<file path="src/rtl/perf_pkg.sv">
package perf_pkg;
  localparam int DATA_W = 32;
  localparam int ADDR_W = 4;
  localparam int CODE_W = 8;
  typedef logic [ADDR_W-1:0] addr_t;
  typedef logic [CODE_W-1:0] evcode_t;
  localparam int A_CTRL = 0;
  localparam int A_FILT = 1;
  localparam int A_CFG0 = 2;
  localparam int A_CNT0 = 6;
  localparam evcode_t EVC_RD_ID = 8'h41;
  localparam evcode_t EVC_WR_ID = 8'h42;
endpackage

</file>
<file path="src/rtl/perf_id_filter.sv">
module perf_id_filter #(
  parameter int ID_W = 16
) (
  input  logic [ID_W-1:0] mask,
  input  logic [ID_W-1:0] match_id,
  input  logic            rd_valid,
  input  logic [ID_W-1:0] rd_id,
  input  logic            wr_valid,
  input  logic [ID_W-1:0] wr_id,
  output logic            rd_hit,
  output logic            wr_hit
);
  logic [ID_W-1:0] ref_bits;

  assign ref_bits = match_id & mask;
  assign rd_hit = rd_valid && ((rd_id & mask) == ref_bits);
  assign wr_hit = wr_valid && ((wr_id & mask) == ref_bits);
endmodule

</file>
<file path="src/rtl/perf_evt_sel.sv">
module perf_evt_sel
  import perf_pkg::*;
#(
  parameter int NUM_EV = 16
) (
  input  evcode_t           code,
  input  logic [NUM_EV-1:0] ev,
  input  logic              rd_hit,
  input  logic              wr_hit,
  output logic              sel
);
  localparam int EVI_W = (NUM_EV > 1) ? $clog2(NUM_EV) : 1;
  localparam evcode_t EV_LIMIT = evcode_t'(NUM_EV);

  always_comb begin
    sel = 1'b0;
    if (code == EVC_RD_ID) begin
      sel = rd_hit;
    end else if (code == EVC_WR_ID) begin
      sel = wr_hit;
    end else if (code < EV_LIMIT) begin
      sel = ev[code[EVI_W-1:0]];
    end
  end
endmodule

</file>
<file path="src/rtl/perf_counter.sv">
module perf_counter #(
  parameter int W = 32
) (
  input  logic         clk,
  input  logic         rst_n,
  input  logic         inc,
  input  logic         load,
  input  logic [W-1:0] ldata,
  output logic [W-1:0] q
);
  localparam logic [W-1:0] STEP = 1;

  always_ff @(posedge clk or negedge rst_n) begin
    if (!rst_n) begin
      q <= '0;
    end else if (load) begin
      q <= ldata;
    end else if (inc) begin
      q <= q + STEP;
    end
  end
endmodule

</file>
<file path="src/rtl/perf_regs.sv">
module perf_regs
  import perf_pkg::*;
#(
  parameter int NUM_CNT = 4,
  parameter int ID_W    = 16
) (
  input  logic                      clk,
  input  logic                      rst_n,
  input  logic                      we,
  input  addr_t                     addr,
  input  logic [DATA_W-1:0]         wdata,
  input  logic [NUM_CNT*DATA_W-1:0] cnt_flat,
  input  logic                      ovf0,
  output logic                      en,
  output logic                      locked,
  output logic [ID_W-1:0]           filt_mask,
  output logic [ID_W-1:0]           filt_id,
  output evcode_t [NUM_CNT-1:0]     cfg,
  output logic [NUM_CNT-1:0]        cnt_load,
  output logic [DATA_W-1:0]         rdata
);
  localparam int FILT_W = 2 * ID_W;

  logic wr_ctrl;
  logic wr_filt;
  logic [NUM_CNT-1:0] wr_cfg;

  assign wr_ctrl = we && (addr == addr_t'(A_CTRL));
  assign wr_filt = we && (addr == addr_t'(A_FILT));

  for (genvar g = 0; g < NUM_CNT; g++) begin : g_dec
    assign wr_cfg[g]   = we && (addr == addr_t'(A_CFG0 + g));
    assign cnt_load[g] = we && (addr == addr_t'(A_CNT0 + g));
  end

  always_ff @(posedge clk or negedge rst_n) begin
    if (!rst_n) begin
      en <= 1'b0;
    end else if (wr_ctrl) begin
      en <= wdata[0];
    end
  end

  // a wrap in the same cycle as a clear keeps the freeze set
  always_ff @(posedge clk or negedge rst_n) begin
    if (!rst_n) begin
      locked <= 1'b0;
    end else if (ovf0) begin
      locked <= 1'b1;
    end else if (wr_ctrl && wdata[1]) begin
      locked <= 1'b0;
    end
  end

  always_ff @(posedge clk or negedge rst_n) begin
    if (!rst_n) begin
      filt_mask <= '0;
      filt_id   <= '0;
    end else if (wr_filt) begin
      filt_mask <= wdata[FILT_W-1:ID_W];
      filt_id   <= wdata[ID_W-1:0];
    end
  end

  always_ff @(posedge clk or negedge rst_n) begin
    if (!rst_n) begin
      cfg <= '0;
    end else begin
      for (int k = 0; k < NUM_CNT; k++) begin
        if (wr_cfg[k]) cfg[k] <= wdata[CODE_W-1:0];
      end
    end
  end

  always_comb begin
    rdata = '0;
    if (addr == addr_t'(A_CTRL)) begin
      rdata[1:0] = {locked, en};
    end else if (addr == addr_t'(A_FILT)) begin
      rdata[FILT_W-1:0] = {filt_mask, filt_id};
    end
    for (int k = 0; k < NUM_CNT; k++) begin
      if (addr == addr_t'(A_CFG0 + k)) rdata[CODE_W-1:0] = cfg[k];
      if (addr == addr_t'(A_CNT0 + k)) rdata = cnt_flat[k*DATA_W +: DATA_W];
    end
  end
endmodule

</file>
<file path="src/rtl/perf_evt_bank.sv">
module perf_evt_bank
  import perf_pkg::*;
#(
  parameter int NUM_CNT = 4,
  parameter int ID_W    = 16,
  parameter int NUM_EV  = 16
) (
  input  logic              clk,
  input  logic              rst_n,
  input  logic [NUM_EV-1:0] ev_strobe,
  input  logic              rd_req_valid,
  input  logic [ID_W-1:0]   rd_req_id,
  input  logic              wr_req_valid,
  input  logic [ID_W-1:0]   wr_req_id,
  input  logic              reg_we,
  input  logic [ADDR_W-1:0] reg_addr,
  input  logic [DATA_W-1:0] reg_wdata,
  output logic [DATA_W-1:0] reg_rdata,
  output logic              irq
);
  logic                      ctl_en;
  logic                      lock_q;
  logic [ID_W-1:0]           f_mask;
  logic [ID_W-1:0]           f_id;
  evcode_t [NUM_CNT-1:0]     cfg;
  logic [NUM_CNT-1:0]        load;
  logic [NUM_CNT-1:0]        evt;
  logic [NUM_CNT-1:0]        inc;
  logic [NUM_CNT*DATA_W-1:0] cnt_flat;
  logic                      rd_hit;
  logic                      wr_hit;
  logic                      ovf0;

  perf_regs #(.NUM_CNT(NUM_CNT), .ID_W(ID_W)) u_regs (
    .clk(clk), .rst_n(rst_n), .we(reg_we), .addr(reg_addr), .wdata(reg_wdata),
    .cnt_flat(cnt_flat), .ovf0(ovf0), .en(ctl_en), .locked(lock_q),
    .filt_mask(f_mask), .filt_id(f_id), .cfg(cfg), .cnt_load(load),
    .rdata(reg_rdata)
  );

  perf_id_filter #(.ID_W(ID_W)) u_filt (
    .mask(f_mask), .match_id(f_id),
    .rd_valid(rd_req_valid), .rd_id(rd_req_id),
    .wr_valid(wr_req_valid), .wr_id(wr_req_id),
    .rd_hit(rd_hit), .wr_hit(wr_hit)
  );

  for (genvar g = 0; g < NUM_CNT; g++) begin : g_cnt
    if (g == 0) begin : g_time
      assign evt[g] = 1'b1;
    end else begin : g_sel
      perf_evt_sel #(.NUM_EV(NUM_EV)) u_sel (
        .code(cfg[g]), .ev(ev_strobe), .rd_hit(rd_hit), .wr_hit(wr_hit),
        .sel(evt[g])
      );
    end
    assign inc[g] = ctl_en && !lock_q && evt[g];
    perf_counter #(.W(DATA_W)) u_ctr (
      .clk(clk), .rst_n(rst_n), .inc(inc[g]), .load(load[g]),
      .ldata(reg_wdata), .q(cnt_flat[g*DATA_W +: DATA_W])
    );
  end

  assign ovf0 = inc[0] && !load[0] && (&cnt_flat[DATA_W-1:0]);
  assign irq  = lock_q;
endmodule

</file>
<file path="config.mk">
export PLATFORM = sky130hd
export DESIGN_NAME = perf_evt_bank
export DESIGN_NICKNAME = d
export VERILOG_FILES = /design/src/rtl/perf_pkg.sv /design/src/rtl/perf_id_filter.sv /design/src/rtl/perf_evt_sel.sv /design/src/rtl/perf_counter.sv /design/src/rtl/perf_regs.sv /design/src/rtl/perf_evt_bank.sv
export SDC_FILE = /design/constraint.sdc
export NUM_CORES = 1
export LEC_CHECK = 0
export ABC_AREA = 1
export BUFFER_PORTS_ARGS = -buffer_cell sky130_fd_sc_hd__buf_2
export CELL_PAD_IN_SITES_DETAIL_PLACEMENT = 1
export CELL_PAD_IN_SITES_GLOBAL_PLACEMENT = 2
export CORE_UTILIZATION = 30
export DETAILED_ROUTE_END_ITERATION = 10
export PLACE_DENSITY_LB_ADDON = 0.1
export SYNTH_ARGS = -nofsm -noshare
export SYNTH_HDL_FRONTEND = slang
export SYNTH_SLANG_ARGS = --single-unit
</file>
<file path="constraint.sdc">
create_clock -name clk -period 1.75 [get_ports clk]
set_input_delay 0 -clock clk [delete_from_list [all_inputs] [get_ports clk]]
set_output_delay 0 -clock clk [all_outputs]
set_load 0.05 [all_outputs]
</file>
# Yosys cells after proc, flatten, opt, wreduce, memory -nomap -nowiden
# Cells that the tools add are included.
# totals
regBits,194
out_inout_bits,33
word_cells,107
# op_classes
add_sub_neg,4
magnitude_cmp,6
eq_ne,17
n_mux,37
n_bitwise,3
n_reduce_logical,28
# ops
cell,n
$mux 32,14
$add 32x1->32 const B,4
$and 16x16->16,3
$eq 8x7->1 const B,6
$eq 16x16->1,2
$mux 8,4
$reduce_and 32->1,1
$mux 30,1
$lt 8x5->1 const B,3
$logic_and 1x1->1,19
$eq 4x3->1 const B,4
$lt 4x5->1 const B,3
$mux 1,14
$bmux 1 s4,3
$reduce_bool 2->1,5
$eq 4x2->1 const B,2
$eq 4x4->1 const B,2
$eq 4x1->1 const B,1
$logic_not 4->1,1
$logic_not 1->1,2
$mux 2,1

# Longest topological paths before layout
# Gate-level depths: netlist of the first run.
# logic_depth
depth_word,12
depth_mapped,14
mapped_depth_nobuf,13

# Hierarchy
# From an unflattened synthesis of the first run, not the netlist that was laid out.
# unflattened
cells_unflattened,2206
area_unflattened_um2,14422.6
# modules_own_cells
module,n_inst,cells_per_inst,area_each_um2,seq_area_each_um2
perf_counter,4,325,2218.4,800.8
perf_regs,1,536,3937.5,1651.6
perf_id_filter,1,169,730.7,0.0
perf_evt_sel,3,55,236.5,0.0
perf_evt_bank,1,36,171.4,0.0

# Worst setup path before layout of the first run
# OpenSTA, ideal clock, no wires.
# synth_timing
kind,in2out
start,input reg_addr[2]
end,output reg_rdata[22]
t_arrival_ns,1.738
t_required_ns,1.750
setup_slack_ns,0.012
stages,7
path_buffers,2
path_cell_list,nor2_1 -> nand2_1 -> inv_2 -> buf_2 -> buf_2 -> nand2_1 -> a41oi_1
# synth_between
elab_chain_len,8
word_cells_on_any_way,13
cone_classes,5 x eq/ne; 7 x mux; 1 x reduce/logical
# synth_rtl
element,line,rtl
"start, declared",perf_evt_bank.sv:16,"input logic [ADDR_W-1:0] reg_addr,"
$eq 4x1->1,perf_regs.sv:79,end else if (addr == addr_t'(A_FILT)) begin
$mux 32,perf_regs.sv:79,
$mux 32,perf_regs.sv:77,if (addr == addr_t'(A_CTRL)) begin
$mux 30,perf_regs.sv:77,
$mux 32 (3 in series),perf_regs.sv:84,if (addr == addr_t'(A_CNT0 + k)) rdata = cnt_flat[k*DATA_W +: DATA_W];
$mux 32 *,perf_regs.sv:84,
"end, declared",perf_evt_bank.sv:18,"output logic [DATA_W-1:0] reg_rdata,"
# Every way passes the cells marked *; elsewhere a longest branch is shown, timed or not. The select of a mux whose other input is x is not followed.

# Final worst setup path of the first run
# layout_timing
start,register u_regs.filt_id[4]
end,register g_cnt[1].u_ctr.q[21]
# layout_between
elab_chain_len,7
word_cells_on_any_way,9
cone_classes,2 x eq/ne; 2 x mux; 1 x bitwise; 4 x reduce/logical
# layout_rtl
element,line,rtl
"start, declared",perf_regs.sv:17,"output logic [ID_W-1:0] filt_id,"
"start signal, assigned",perf_regs.sv:61,filt_id <= wdata[ID_W-1:0];
$and 16x16->16 *,perf_id_filter.sv:15,assign ref_bits = match_id & mask;
$eq 16x16->1,perf_id_filter.sv:17,assign wr_hit = wr_valid && ((wr_id & mask) == ref_bits);
$logic_and 1x1->1,perf_id_filter.sv:17,
$mux 1,perf_evt_sel.sv:19,end else if (code == EVC_WR_ID) begin
$mux 1 *,perf_evt_sel.sv:17,if (code == EVC_RD_ID) begin
$logic_and 1x1->1 *,perf_evt_bank.sv:57,assign inc[g] = ctl_en && !lock_q && evt[g];
$reduce_bool 2->1 (no source line) *,-,
"end signal, assigned",perf_counter.sv:17,q <= ldata;
"end signal, assigned",perf_counter.sv:19,q <= q + STEP;
"end, declared",perf_counter.sv:9,output logic [W-1:0] q
# Every way passes the cells marked *; elsewhere a longest branch is shown, timed or not.
# A chain may end at the register's enable or synchronous reset.

==> results of run 1 <==
## final cells by class
| cell class | instances | share of cell area, % |
|---|---|---|
| diodes | 4 | 0.0461 |
| well taps | 607 | 3.50 |
| flip-flops and latches | 194 | 22.5 |
| clock inverters | 15 | 0.668 |
| repair buffers | 567 | 22.5 |
| clock buffers | 17 | 1.96 |
| inverters | 212 | 3.75 |
| multi-input cells | 1746 | 45.1 |
## sequential cells by signal (all words and copies together), names as in the netlist
signal and count:
u_regs.cfg 32, u_regs.filt_id 16, u_regs.locked 1, u_regs.filt_mask 16, g_cnt.u_ctr.q 128, u_regs.en 1
## cell usage after synthesis (17+ instances only)
master    instances  area (µm²)
nand2_1         764        2870
nand3_1         240        1200
inv_1           196         736
dfrtp_1         194        4850
nor2_1          189         709
o21ai_0         183         916
xor2_1           73         639
nor3_1           55         275
clkbuf_1         41         154
nand4_1          34         213
buf_2            31         155
o21ai_1          28         140
a21oi_1          18        90.1
xnor2_1          17         149
## repair_timing
item                                    CTS  global route
pin swaps                                36            86
cloned                                    0            11
setup buffers                            19            36
endpoints found under the hold margin   246             0
resized for setup                       210           348
hold buffers                             30             0
endpoints found under the setup margin  140           148
## cells by family (layout without fill, tap and decap cells)
group | after synthesis | count (layout) | share of synthesized area [%]
and+or+nand+nor | 1357 | 1357 | 40.4
buffers and inverters | 299 | 811 | 8.49
AOI/OAI and AO/OA | 292 | 292 | 11.4
DFF | 194 | 194 | 33.7
xor gates and xnor gates | 90 | 90 | 5.46
adders and majority gates | 4 | 4 | 0.347
muxes | 3 | 3 | 0.234
other | 0 | 4 | 0
## worst max path at each step
stage	endpoint	cells past startpoint	start	slack (ns)
after floorplan	reg_rdata[22]	7	reg_addr[2]	0.01
after global placement	g_cnt[3].u_ctr.q[28]	10	u_regs.cfg[24]	-0.44
after detailed placement	g_cnt[3].u_ctr.q[18]	10	u_regs.cfg[24]	-0.49
after CTS	reg_rdata[5]	8	u_regs.filt_id[5]	-0.29
after global routing	g_cnt[1].u_ctr.q[7]	15	u_regs.filt_id[6]	-0.46
final	g_cnt[1].u_ctr.q[21]	14	u_regs.filt_id[4]	-0.31
## layer usage
| layer | wire (µm) | global-route usage (%) | up-vias |
|---|---|---|---|
| li1 | - | - | 8291 |
| met1 | 35000 | 41.4 | 8907 |
| met2 | 38300 | 52.7 | 455 |
| met3 | 3720 | 4.21 | 106 |
| met4 | 2750 | 12.2 | 0 |
| met5 | 0 | 0 | - |
## where the power goes
group	switching (mW)	internal (mW)
clock	2.26	2.00
sequential	1.72	5.93
combinational	6.59	5.12
## worst reg2reg max path, delay by kind of cell, from the launching register on
kind	cells	cell delay, ns
buffers and inverters	3	0.45
and+or+nand+nor	10	0.96
AOI/OAI and AO/OA	1	0.18
DFF	1	0.41
## stage by stage
step | std cells | setup WS, ns | utilization, % | total power [mW]
floorplan | 2239 | 0.0120 | - | 12.0
global placement | 3238 | -0.442 | 39.1 | 16.8
detailed placement | 3238 | -0.495 | 39.1 | 17.1
CTS | 3315 | -0.294 | 42.6 | 22.1
global route | 3359 | -0.463 | 46.3 | 24.9
finish | 3362 | -0.309 | 46.3 | 23.6
==> out/results.tsv, run 1 <==
stage	metric	value	unit
cells_and_area	Reg area	4880	µm²
logic_synthesis	flops & latches, synth	194	
floorplanning	DIE AREA	49000	µm²
worst_hold_path	worst hold path class	input port to register	
global_routing	initial antenna violation count	7	
worst_setup_path	Critical Path End Type	register	
pwr	pwr/cell area	1090	nW/µm²
sta	Final setup viols	132	
worst_setup_path	worst setup path category	register to register	
logic_synthesis	FFs w/ async S/R, synth	100	%
clock_tree	CTS tree	done	
floorplanning	Core ar.	47000	µm²
floorplanning	Ports	122	
drt	1st-iter DRT viols	1173	
worst_setup_path	CP Data Required Time	2.21	ns
drt	Final ANT Viol Nets	0	
logic_synthesis	synthesized area per cell	6.44	µm²
worst_setup_path	critical path's largest stage delay	0.41	ns
placement	DP Area	18400	µm²
placement	GPL Wtd Cong	0.961	
global_routing	total gr overflow	0	
worst_setup_path	R2R depth	14	
logic_synthesis	Cell Area, Synth	14400	µm²
outcome	failing checks	setup timing	
drt	final WL	79.7	mm
worst_setup_path	worst reg2reg path endpoint	g_cnt[1].u_ctr.q[21]	
sta	minimum clock period	2.06	ns
sta	RSZ-0062 raised after global routing	yes	
floorplanning	DIE HEIGHT	221	µm
pwr	Static Leak	10.5	nW
sta	final hold slack	0.0185	ns
clock_tree	H-tree lvl count	4	
logic_synthesis	post-synth cell types	48	
floorplanning	Starting Density	30.7	%
clock_tree	CTS root buf	clkbuf_16	
sta	Max Freq	486	MHz
global_routing	Total GRT Usage	31.6	%
logic_synthesis	synth warn	0	
logic_synthesis	Synth Flop Type	dfrtp_1	
logic_synthesis	Synth Instances	2239	
global_routing	vias in the first global route	18002	
drt	total number of vias	17759	
sta	final hold vios	0	
logic_synthesis	sequential fraction of the synthesis area	33.7	%
pwr	maximum VDD drop	0.000711	V
global_routing	first-pass GRT wire length	114	mm
worst_hold_path	Worst Hold End	u_regs.en	
drt	router iterations before antenna repair	5	
sta	Least-Margin Pin Slew	0.752	ns
worst_setup_path	R2R Setup Slk	-0.31	ns
logic_synthesis	number of synthesized flops with an enable pin	0	
worst_setup_path	worst r2r src	u_regs.filt_id[4]	
worst_setup_path	crit path max-delay cell type	dfrtp_1	
flow_run	Max-cap violations	0	
clock_tree	later-pin clock latency in the skew report	0.53	ns
clock_tree	Worst-path clk slew	0.08	ns
outcome	status	finished with violations	
worst_setup_path	CP top delay family	simple AND/OR/NAND/NOR gates	
sta	Slew Viols, Final	0	
worst_setup_path	Crit path arrival time	2.52	ns
floorplanning	row cnt	79	
worst_setup_path	Critical path buffers and inverters	3	
worst_setup_path	critical-path cell list	buf_6 -> nand3_2 -> nand2_2 -> nor2_2 -> nand2_1 -> nor2_2 -> buf_6 -> nand3_4 -> a21oi_4 -> nand2_4 -> nand2_8 -> clkbuf_16 -> nand2_4 -> nand2_2	
worst_setup_path	nature of the critical path startpoint	register	
sta	setup TNS	-29.60	ns
cells_and_area	Multi-input gate area	9790	µm²
drt	via/cell ratio	5.28	
worst_hold_path	hold path cells	5	
cells_and_area	most frequent cells in the layout	nand2_1 (647), buf_4 (343), nand3_1 (214), dfrtp_1 (171), inv_1 (157)	
sta	skew final	0.0155	ns
floorplanning	Die Span X	221	µm
worst_setup_path	crit-path max FO	6	
cells_and_area	Layout Nets	2831	
global_routing	largest net degree at the start of global routing	52	
placement	HPWL after DPL	60.8	mm
worst_hold_path	Worst Hold Launch	reg_addr[3]	
placement	IO buf count	121	
cells_and_area	layout cells sized above 1	34.7	%
cells_and_area	Filler Cells Inserted	5900	
sta	Slew headroom	49.8	%
clock_tree	cts bufs inserted	17	
drt	WL/cell	23.7	µm
cells_and_area	most common cell after layout, fill and taps aside	nand2_1	
cells_and_area	Layout area overhead	50.6	%
drt	DRC	0	
logic_synthesis	syn nets	2332	
sta	crit share post-route	118	%
clock_tree	clock buffer depth	2	
sta	setup slack after layout	-0.309	ns
clock_tree	CTS Sinks	194	
cells_and_area	design area	21700	µm²
Note: power is estimated with default switching activity, not from simulation.
==> inputs of run 2 (changes only) <==
--- a/config.mk
+++ b/config.mk
@@ -12,6 +12,7 @@
 export CORE_UTILIZATION = 30
 export DETAILED_ROUTE_END_ITERATION = 10
 export PLACE_DENSITY_LB_ADDON = 0.1
+export REMOVE_ABC_BUFFERS = 1
 export SYNTH_ARGS = -nofsm -noshare
 export SYNTH_HDL_FRONTEND = slang
 export SYNTH_SLANG_ARGS = --single-unit
==> out/results.tsv, run 2 (synthesis gave the netlist of run 1 again) <==
stage	metric	value	unit
floorplanning	Die Span X	221	µm
drt	WL/cell	23.3	µm
cells_and_area	post-route insts no fill	3376	
sta	Slew headroom	48.9	%
drt	total number of vias	17887	
worst_setup_path	CP Data Required Time	2.19	ns
global_routing	first-pass GRT wire length	115	mm
sta	minimum clock period	2.06	ns
drt	via/cell ratio	5.30	
global_routing	Total GRT Usage	31.5	%
pwr	internal power	13.5	mW
drt	final WL	78.5	mm
worst_setup_path	Crit. Startpoint	u_regs.filt_id[13]	
sta	skew final	0.0126	ns
placement	GPL Wtd Cong	0.971	
drt	DRC	0	
cells_and_area	Layout Nets	2851	
clock_tree	H-tree lvl count	4	
global_routing	largest net degree at the start of global routing	60	
global_routing	total gr overflow	0	
pwr	P_sw	10.5	mW
pwr	Static Leak	10.7	nW
worst_hold_path	worst hold path class	input port to async pin	
cells_and_area	Largest regs	g_cnt.u_ctr.q x128, u_regs.cfg x32	
clock_tree	later-pin clock latency in the skew report	0.50	ns
pwr	part of the power in combinational logic	51.0	%
floorplanning	Ports	122	
outcome	status	finished with violations	
sta	setup slack after layout	-0.309	ns
worst_setup_path	crit-path max FO	6	
cells_and_area	register name with the most flops	g_cnt.u_ctr.q	
sta	Max Freq	486	MHz
worst_setup_path	worst r2r src	u_regs.filt_id[13]	
pwr	sequential share of power	31.8	%
pwr	maximum VDD drop	0.000900	V
placement	HPWL after DPL	59.9	mm
clock_tree	CTS tree	done	
drt	router iterations before antenna repair	5	
global_routing	initial antenna violation count	4	
clock_tree	Worst-path clk slew	0.07	ns
pwr	pwr/cell area	1080	nW/µm²
cells_and_area	most frequent cells in the layout	nand2_1 (654), buf_4 (348), nand3_1 (208), dfrtp_1 (168), inv_1 (157)	
sta	Slew Viols, Final	0	
sta	setup TNS	-29.49	ns
worst_setup_path	Crit path arrival time	2.49	ns
floorplanning	DIE HEIGHT	221	µm
drt	Final ANT Viol Nets	0	
sta	Final setup viols	127	
sta	RSZ-0062 raised after global routing	yes	
clock_tree	clock buffer depth	2	
sta	final hold vios	0	
sta	Least-Margin Pin Slew	0.766	ns
worst_setup_path	nature of the critical path startpoint	register	
placement	IO buf count	121	
drt	1st-iter DRT viols	1145	
pwr	Clk pwr share	17.2	%
floorplanning	DIE AREA	49000	µm²
floorplanning	Core ar.	47000	µm²
sta	crit share post-route	118	%
cells_and_area	Largest register FFs	128	
flow_run	Max-cap violations	0	
cells_and_area	layout cells sized above 1	35.4	%
cells_and_area	most common cell after layout, fill and taps aside	nand2_1	
outcome	failing checks	setup timing	
placement	placed cells	3253	
worst_setup_path	worst setup path category	register to register	
clock_tree	CTS Sinks	194	
cells_and_area	Diodes inserted	0	
floorplanning	row cnt	79	
floorplanning	Starting Density	30.7	%
sta	final hold slack	0.0528	ns
cells_and_area	Layout area overhead	53.5	%
clock_tree	cts bufs inserted	17	
clock_tree	CTS root buf	clkbuf_16	
global_routing	vias in the first global route	18057	
worst_setup_path	Critical Path End Type	register	
pwr	switching share of total power	43.8	%
==> run 2: metrics by stage <==
step	cell area (µm²)	worst slack (ns)	util (%)	power (mW)
4_1_cts	20300	-0.264	43.3	22.4
2_1_floorplan	14000	-0.616	-	11.9
6_report	22100	-0.309	47.2	24.0
3_3_place_gp	18600	-0.562	39.6	17.1
3_5_place_dp	18600	-0.621	39.6	17.4
5_1_grt	22100	-0.360	47.2	25.4
==> run 2: metal layers <==
metal	global-route usage, %	vias up	wire [µm]
met5	0	-	0
met4	9.50	0	2360
met3	3.20	96	3160
met2	52.5	422	37600
met1	42.7	9025	35400
li1	-	8344	-
==> run 2: cell type report <==
class	instances	area (µm²)
well taps	607	759
multi-input cells	1746	9930
repair buffers	587	5200
fillers	5818	24800
flip-flops and latches	194	4890
clock buffers	21	440
clock inverters	9	109
inverters	212	808
==> run 2: timing repair <==
item | in CTS | in global routing
cloned | 2 | 8
setup endpoints to repair | 135 | 154
pin swaps | 40 | 107
endpoints found under the hold margin | 246 | 0
buffers inserted | 11 | 57
hold buffers | 27 | 0
resized for setup | 225 | 385
==> run 2: worst max-delay path, stage by stage (launching register included) <==
cell and delay (ns):
dfrtp_1 0.43, buf_6 0.13, nor2_2 0.04, nor2_2 0.20, nand3_2 0.14, nor2_4 0.13
nand3_4 0.16, a21oi_4 0.22, nand2_8 0.10, nand2_8 0.15, clkbuf_16 0.18, nand2_2 0.04
nand2_1 0.06
==> run 2: path summary, 6_finish.rpt <==
kind                                              to  slack (ns)  cells past startpoint
worst max-delay path             g_cnt[3].u_ctr.q[0]       -0.31                     12
worst min-delay path               u_regs.filt_id[3]        0.05                      2
worst max register to register   g_cnt[3].u_ctr.q[0]       -0.31                     12
worst min register to register         u_regs.cfg[4]        0.50                      2
max in group asynchronous       g_cnt[1].u_ctr.q[23]        0.99                      3
min in group clk                g_cnt[0].u_ctr.q[20]        0.05                      3
==> run 2: power by group through the flow <==
stage,clock (mW),sequential [mW],combinational (mW)
floorplan,0,7.38,4.49
global placement,0,7.56,9.51
detailed placement,0,7.60,9.82
CTS,4.20,7.54,10.7
global route,4.34,7.83,13.2
finish,4.14,7.64,12.2
